==> src/rtl/i2c_irq_pkg.sv <==
package i2c_irq_pkg;
  localparam int FLAG_W  = 3;
  localparam int RDY_IDX = 2;
  localparam int NAK_IDX = 1;
  localparam int ARB_IDX = 0;

  typedef struct packed {
    logic master;
    logic tx;
    logic stop_after;
  } mode_t;

  // Trigger for access ready: pick the event for the mode,
  // then gate receive modes with an empty receive FIFO.
  function automatic logic rdy_cond(mode_t m, logic cz, logic cp,
                                    logic empty, logic sstop);
    logic ev;
    if (!m.master)        ev = sstop;
    else if (m.stop_after) ev = cz;
    else                  ev = cp;
    return ev & (m.tx | empty);
  endfunction

  // Error trigger for arbitration loss
  function automatic logic arb_cond(logic master, logic arb_evt,
                                    logic start, logic busy);
    return (master & arb_evt) | (start & busy);
  endfunction
endpackage

==> src/rtl/i2c_rdy_detect.sv <==
module i2c_rdy_detect
  import i2c_irq_pkg::*;
(
  input  mode_t mode,
  input  logic  cnt_zero_evt,
  input  logic  cnt_pass_evt,
  input  logic  rxf_empty,
  input  logic  slv_stop_evt,
  output logic  rdy_set
);
  always_comb rdy_set = rdy_cond(mode, cnt_zero_evt, cnt_pass_evt,
                                 rxf_empty, slv_stop_evt);
endmodule

==> src/rtl/i2c_err_detect.sv <==
module i2c_err_detect
  import i2c_irq_pkg::*;
(
  input  logic is_master,
  input  logic nack_evt,
  input  logic arb_lost_evt,
  input  logic start_req,
  input  logic bus_busy,
  output logic nak_set,
  output logic arb_set,
  output logic err_set
);
  always_comb begin
    nak_set = nack_evt;
    arb_set = arb_cond(is_master, arb_lost_evt, start_req, bus_busy);
    err_set = nak_set | arb_set;
  end
endmodule

==> src/rtl/i2c_w1c_flag.sv <==
module i2c_w1c_flag (
  input  logic clk,
  input  logic rst_n,
  input  logic set,
  input  logic clr,
  output logic q
);
  always_ff @(posedge clk) begin
    if (!rst_n)   q <= 1'b0;
    else if (set) q <= 1'b1;
    else if (clr) q <= 1'b0;
  end
endmodule

==> src/rtl/i2c_ctrl_strobe.sv <==
module i2c_ctrl_strobe (
  input  logic clk,
  input  logic rst_n,
  input  logic err_set,
  output logic clr_master,
  output logic clr_stop
);
  always_ff @(posedge clk) begin
    if (!rst_n) begin
      clr_master <= 1'b0;
      clr_stop   <= 1'b0;
    end else begin
      clr_master <= err_set;
      clr_stop   <= err_set;
    end
  end
endmodule

==> src/rtl/i2c_irq_flags.sv <==
module i2c_irq_flags
  import i2c_irq_pkg::*;
(
  input  logic              clk,
  input  logic              rst_n,
  input  logic              is_master,
  input  logic              is_tx,
  input  logic              stop_after,
  input  logic              bus_busy,
  input  logic              cnt_zero_evt,
  input  logic              cnt_pass_evt,
  input  logic              rxf_empty,
  input  logic              slv_stop_evt,
  input  logic              nack_evt,
  input  logic              arb_lost_evt,
  input  logic              start_req,
  input  logic              wr_en,
  input  logic [FLAG_W-1:0] wr_data,
  input  logic [FLAG_W-1:0] irq_en,
  output logic [FLAG_W-1:0] flags,
  output logic              irq,
  output logic              clr_master,
  output logic              clr_stop
);
  mode_t             mode;
  logic              rdy_set;
  logic              nak_set;
  logic              arb_set;
  logic              err_set;
  logic [FLAG_W-1:0] set_vec;
  logic [FLAG_W-1:0] clr_vec;

  always_comb begin
    mode.master     = is_master;
    mode.tx         = is_tx;
    mode.stop_after = stop_after;
  end

  i2c_rdy_detect u_rdy (
    .mode         (mode),
    .cnt_zero_evt (cnt_zero_evt),
    .cnt_pass_evt (cnt_pass_evt),
    .rxf_empty    (rxf_empty),
    .slv_stop_evt (slv_stop_evt),
    .rdy_set      (rdy_set)
  );

  i2c_err_detect u_err (
    .is_master    (is_master),
    .nack_evt     (nack_evt),
    .arb_lost_evt (arb_lost_evt),
    .start_req    (start_req),
    .bus_busy     (bus_busy),
    .nak_set      (nak_set),
    .arb_set      (arb_set),
    .err_set      (err_set)
  );

  always_comb begin
    set_vec          = '0;
    set_vec[RDY_IDX] = rdy_set;
    set_vec[NAK_IDX] = nak_set;
    set_vec[ARB_IDX] = arb_set;
    clr_vec          = wr_en ? wr_data : '0;
  end

  for (genvar i = 0; i < FLAG_W; i++) begin : g_flag
    i2c_w1c_flag u_flag (
      .clk   (clk),
      .rst_n (rst_n),
      .set   (set_vec[i]),
      .clr   (clr_vec[i]),
      .q     (flags[i])
    );
  end

  i2c_ctrl_strobe u_strobe (
    .clk        (clk),
    .rst_n      (rst_n),
    .err_set    (err_set),
    .clr_master (clr_master),
    .clr_stop   (clr_stop)
  );

  always_comb irq = |(flags & irq_en);
endmodule

==> config.mk <==
export PLATFORM = sky130hd
export DESIGN_NAME = i2c_irq_flags
export DESIGN_NICKNAME = d
export VERILOG_FILES = /design/src/rtl/i2c_irq_pkg.sv /design/src/rtl/i2c_rdy_detect.sv /design/src/rtl/i2c_err_detect.sv /design/src/rtl/i2c_w1c_flag.sv /design/src/rtl/i2c_ctrl_strobe.sv /design/src/rtl/i2c_irq_flags.sv
export SDC_FILE = /design/constraint.sdc
export NUM_CORES = 1
export LEC_CHECK = 0
export BUFFER_PORTS_ARGS = -buffer_cell sky130_fd_sc_hd__buf_2
export CAP_MARGIN = 10
export CELL_PAD_IN_SITES_DETAIL_PLACEMENT = 2
export CELL_PAD_IN_SITES_GLOBAL_PLACEMENT = 2
export CORE_MARGIN = 2
export CORE_UTILIZATION = 14
export CTS_CLUSTER_DIAMETER = 80
export DETAILED_ROUTE_END_ITERATION = 8
export PLACE_DENSITY = 0.85
export SETUP_SLACK_MARGIN = 0.5
export SYNTH_ARGS = -nofsm -noshare
export SYNTH_HDL_FRONTEND = slang
export SYNTH_SLANG_ARGS = --single-unit
==> constraint.sdc <==
create_clock -name clk -period 1.8 [get_ports clk]
set_input_delay 0.36 -clock clk [delete_from_list [all_inputs] [get_ports clk]]
set_output_delay 0.36 -clock clk [all_outputs]
set_load 0.02 [all_outputs]
==> key figures <==
Outcome
  • Status: finished clean

Drt
  • Pre-antenna DRT Iters: 4
  • WL per Instance: 10.3 um
  • Final WL: 661 um
  • Top Metal Used: met4
  • Met3 wire len: 83 um
  • Initial DRC Count: 9
  • Vias: 277
  • Avg Vias per Cell: 4.33
  • Met1 Wirelength: 215 um
  • Number of remaining DRC errors: 0
  • Met2 wire len: 339 um
  • Post-route ant nets: 0

Yosys
  • Synthesized area per cell: 8.97 um2
  • Post-synthesis cell area: 215 um2
  • Netlist cell types: 14
  • Ys Warns: 0
  • Flops & latches, synth: 4
  • Mapped Nets: 44
  • Sequential area share after synthesis: 0.372
  • Post-Syn Instances: 24

Setup path
  • Worst-path fanout max: 3
  • Register-to-Register Path Depth: 2
  • Setup crit start: g_flag[0].u_flag.q$_SDFFE_PN0P_
  • Setup crit end kind: primary output
  • Setup crit end: irq
  • Worst Setup Start Kind: register
  • Crit path required time: 1.44 ns
  • Crit path kind: reg2out
  • Worst R2R End: g_flag[2].u_flag.q$_SDFFE_PN0P_
  • WP data arrival: 1.10 ns
  • R2R Setup Slk: 0.96 ns
  • FF-to-FF Start: g_flag[2].u_flag.q$_SDFFE_PN0P_

Timing
  • Crit path time final: 1.46 ns
  • Fin crit share: 0.810
  • Slew @ Worst Pin: 0.294 ns
  • Fin. Hold Viols: 0
  • Finish-stage setup viols: 0
  • RSZ-0062 raised after global routing: yes
  • Final Max Slew Viols: 0
  • Final setup TNS: 0 ns
  • Slew headroom: 0.804
  • Fmax: 686 MHz
  • Clock skew: 0 ns

Placed design
  • DP HPWL: 613 um
  • IO buf count: 25
  • Cell count after placement: 61
  • RD Place Congestion: 0.632
  • Post-DP Area: 330 um2

CTS
  • Max clock buf depth: 2
  • Post CTS Setup Buffer Count: 0
  • CTS root buf: clkbuf_4
  • Post-CTS sizing: 0
  • CTS tree: built
  • Clock sinks: 4
  • Clk pin slew, worst setup/hold paths: 0.04 ns
  • Hold buffer count at CTS: 0
  • H-tree levels: 1
  • Worst-Skew Late Latency: 0.23 ns
  • Inserted Clock Buffers: 3

Layout
  • Post-route cell area: 353 um2
  • Fraction of layout cells with a size suffix above 1: 0.583
  • NumNets Final: 70
  • Diode count: 0
  • Non-Filler Instances: 64
  • Area Overhead vs Synth: 64.0%

GRT
  • Gr usage total: 0.0823
  • GRT Residual Overflow: 0
  • First-pass GRT wire length: 1040 um
  • Initial antenna violation count: 0
  • Largest net degree at the start of global routing: 5
  • Number of global-route vias before repair: 273

Worst hold path
  • Hold_sp: nack_evt
  • Hold crit path type: in2reg

Power
  • Leak Pwr: 0.192 nW
  • Tot Pwr: 0.276 mW
  • IR drop worst, VDD: 0.120 mV
  • Pwr dens: 783 nW/um2

Die
  • Die width: 43.2 um
  • Initial Util: 0.146
  • I/O Pins: 26
  • Core area: 1470 um2
  • Die Ht: 43.2 um
  • Std cell rows: 14
  • Die area: 1870 um2

Run
  • Max-cap violations: 0
## area by class of cell
| type | count | area (um2) |
|---|---|---|
| clock buffer | 3 | 22.5 |
| tap | 16 | 20.0 |
| multi-input combinational | 15 | 101 |
| sequential | 4 | 80.1 |
| timing repair buffer | 25 | 125 |
| fill | 185 | 1120 |
| inverter | 1 | 3.75 |
## synth_stat cells
master	number	share of area
buf_4	4	0.14
dfxtp_1	4	0.37
a21oi_1	2	0.047
nand2_1	2	0.035
nor2b_1	2	0.058
nor3b_1	2	0.070
a21boi_0	1	0.035
a222oi_1	1	0.047
a22o_1	1	0.041
inv_1	1	0.017
mux2i_1	1	0.047
nor2_1	1	0.017
o21a_1	1	0.035
o31a_1	1	0.041
## metal layers
metal	global-route usage	vias up
met4	0.109	0
met3	0.0255	2
met1	0.0641	122
met5	0	-
met2	0.137	22
li1	-	131
## state kept, by name, indices dropped and copies added, names as in the netlist
register,flops
u_strobe.clr_master,1
g_flag.u_flag.q,3
## report_power, final
group	total, mW	internal, mW	switching, mW
Sequential	0.101	0.0964	0.00451
Combinational	0.0673	0.0338	0.0335
Clock	0.108	0.0744	0.0337
Total	0.276	0.205	0.0717
## worst min-delay path by stage
stage / slack, ns / to / depth (start not counted)
finish: 0.36 / u_strobe.clr_master$_SDFF_PN0_ / 2
global route: 0.37 / u_strobe.clr_master$_SDFF_PN0_ / 2
CTS: 0.36 / u_strobe.clr_master$_SDFF_PN0_ / 2
detailed placement: 0.54 / g_flag[1].u_flag.q$_SDFFE_PN0P_ / 2
global placement: 0.53 / g_flag[1].u_flag.q$_SDFFE_PN0P_ / 2
floorplan: 0.48 / u_strobe.clr_master$_SDFF_PN0_ / 1
## through the flow
step | util | setup WS (ns) | hold slack [ns]
2_1_floorplan | - | 0.624 | 0.477
3_3_place_gp | 0.224 | 0.462 | 0.527
3_5_place_dp | 0.224 | 0.395 | 0.536
4_1_cts | 0.240 | 0.301 | 0.355
5_1_grt | 0.240 | 0.294 | 0.366
6_report | 0.240 | 0.342 | 0.359
## critical path: stages, from the launching register on
cell	delay, ns
dfxtp_1	0.31
a222oi_1	0.33
inv_1	0.06
buf_2	0.16
## logic make-up (layout without fill, tap and decap cells)
logic type / count (synthesis) / count (layout) / synth area share
flip-flops: 4 / 4 / 0.372
buffers and inverters: 5 / 29 / 0.157
multiplexers: 1 / 1 / 0.0465
AND/OR/NAND/NOR: 7 / 7 / 0.180
AO/OA/AOI/OAI: 7 / 7 / 0.244
## cell usage in the layout, fill, tap and decap left out
cell type	synthesis	routed
nand2_1	2	2
nor3b_1	2	2
clkbuf_4	0	3
a21oi_1	2	2
a22o_1	1	1
nor2b_1	2	2
inv_1	1	1
a21boi_0	1	1
buf_2	0	25
mux2i_1	1	1
a222oi_1	1	1
o21a_1	1	1
nor2_1	1	1
o31a_1	1	1
dfxtp_1	4	4
Note: power is estimated with default switching activity, not from simulation.
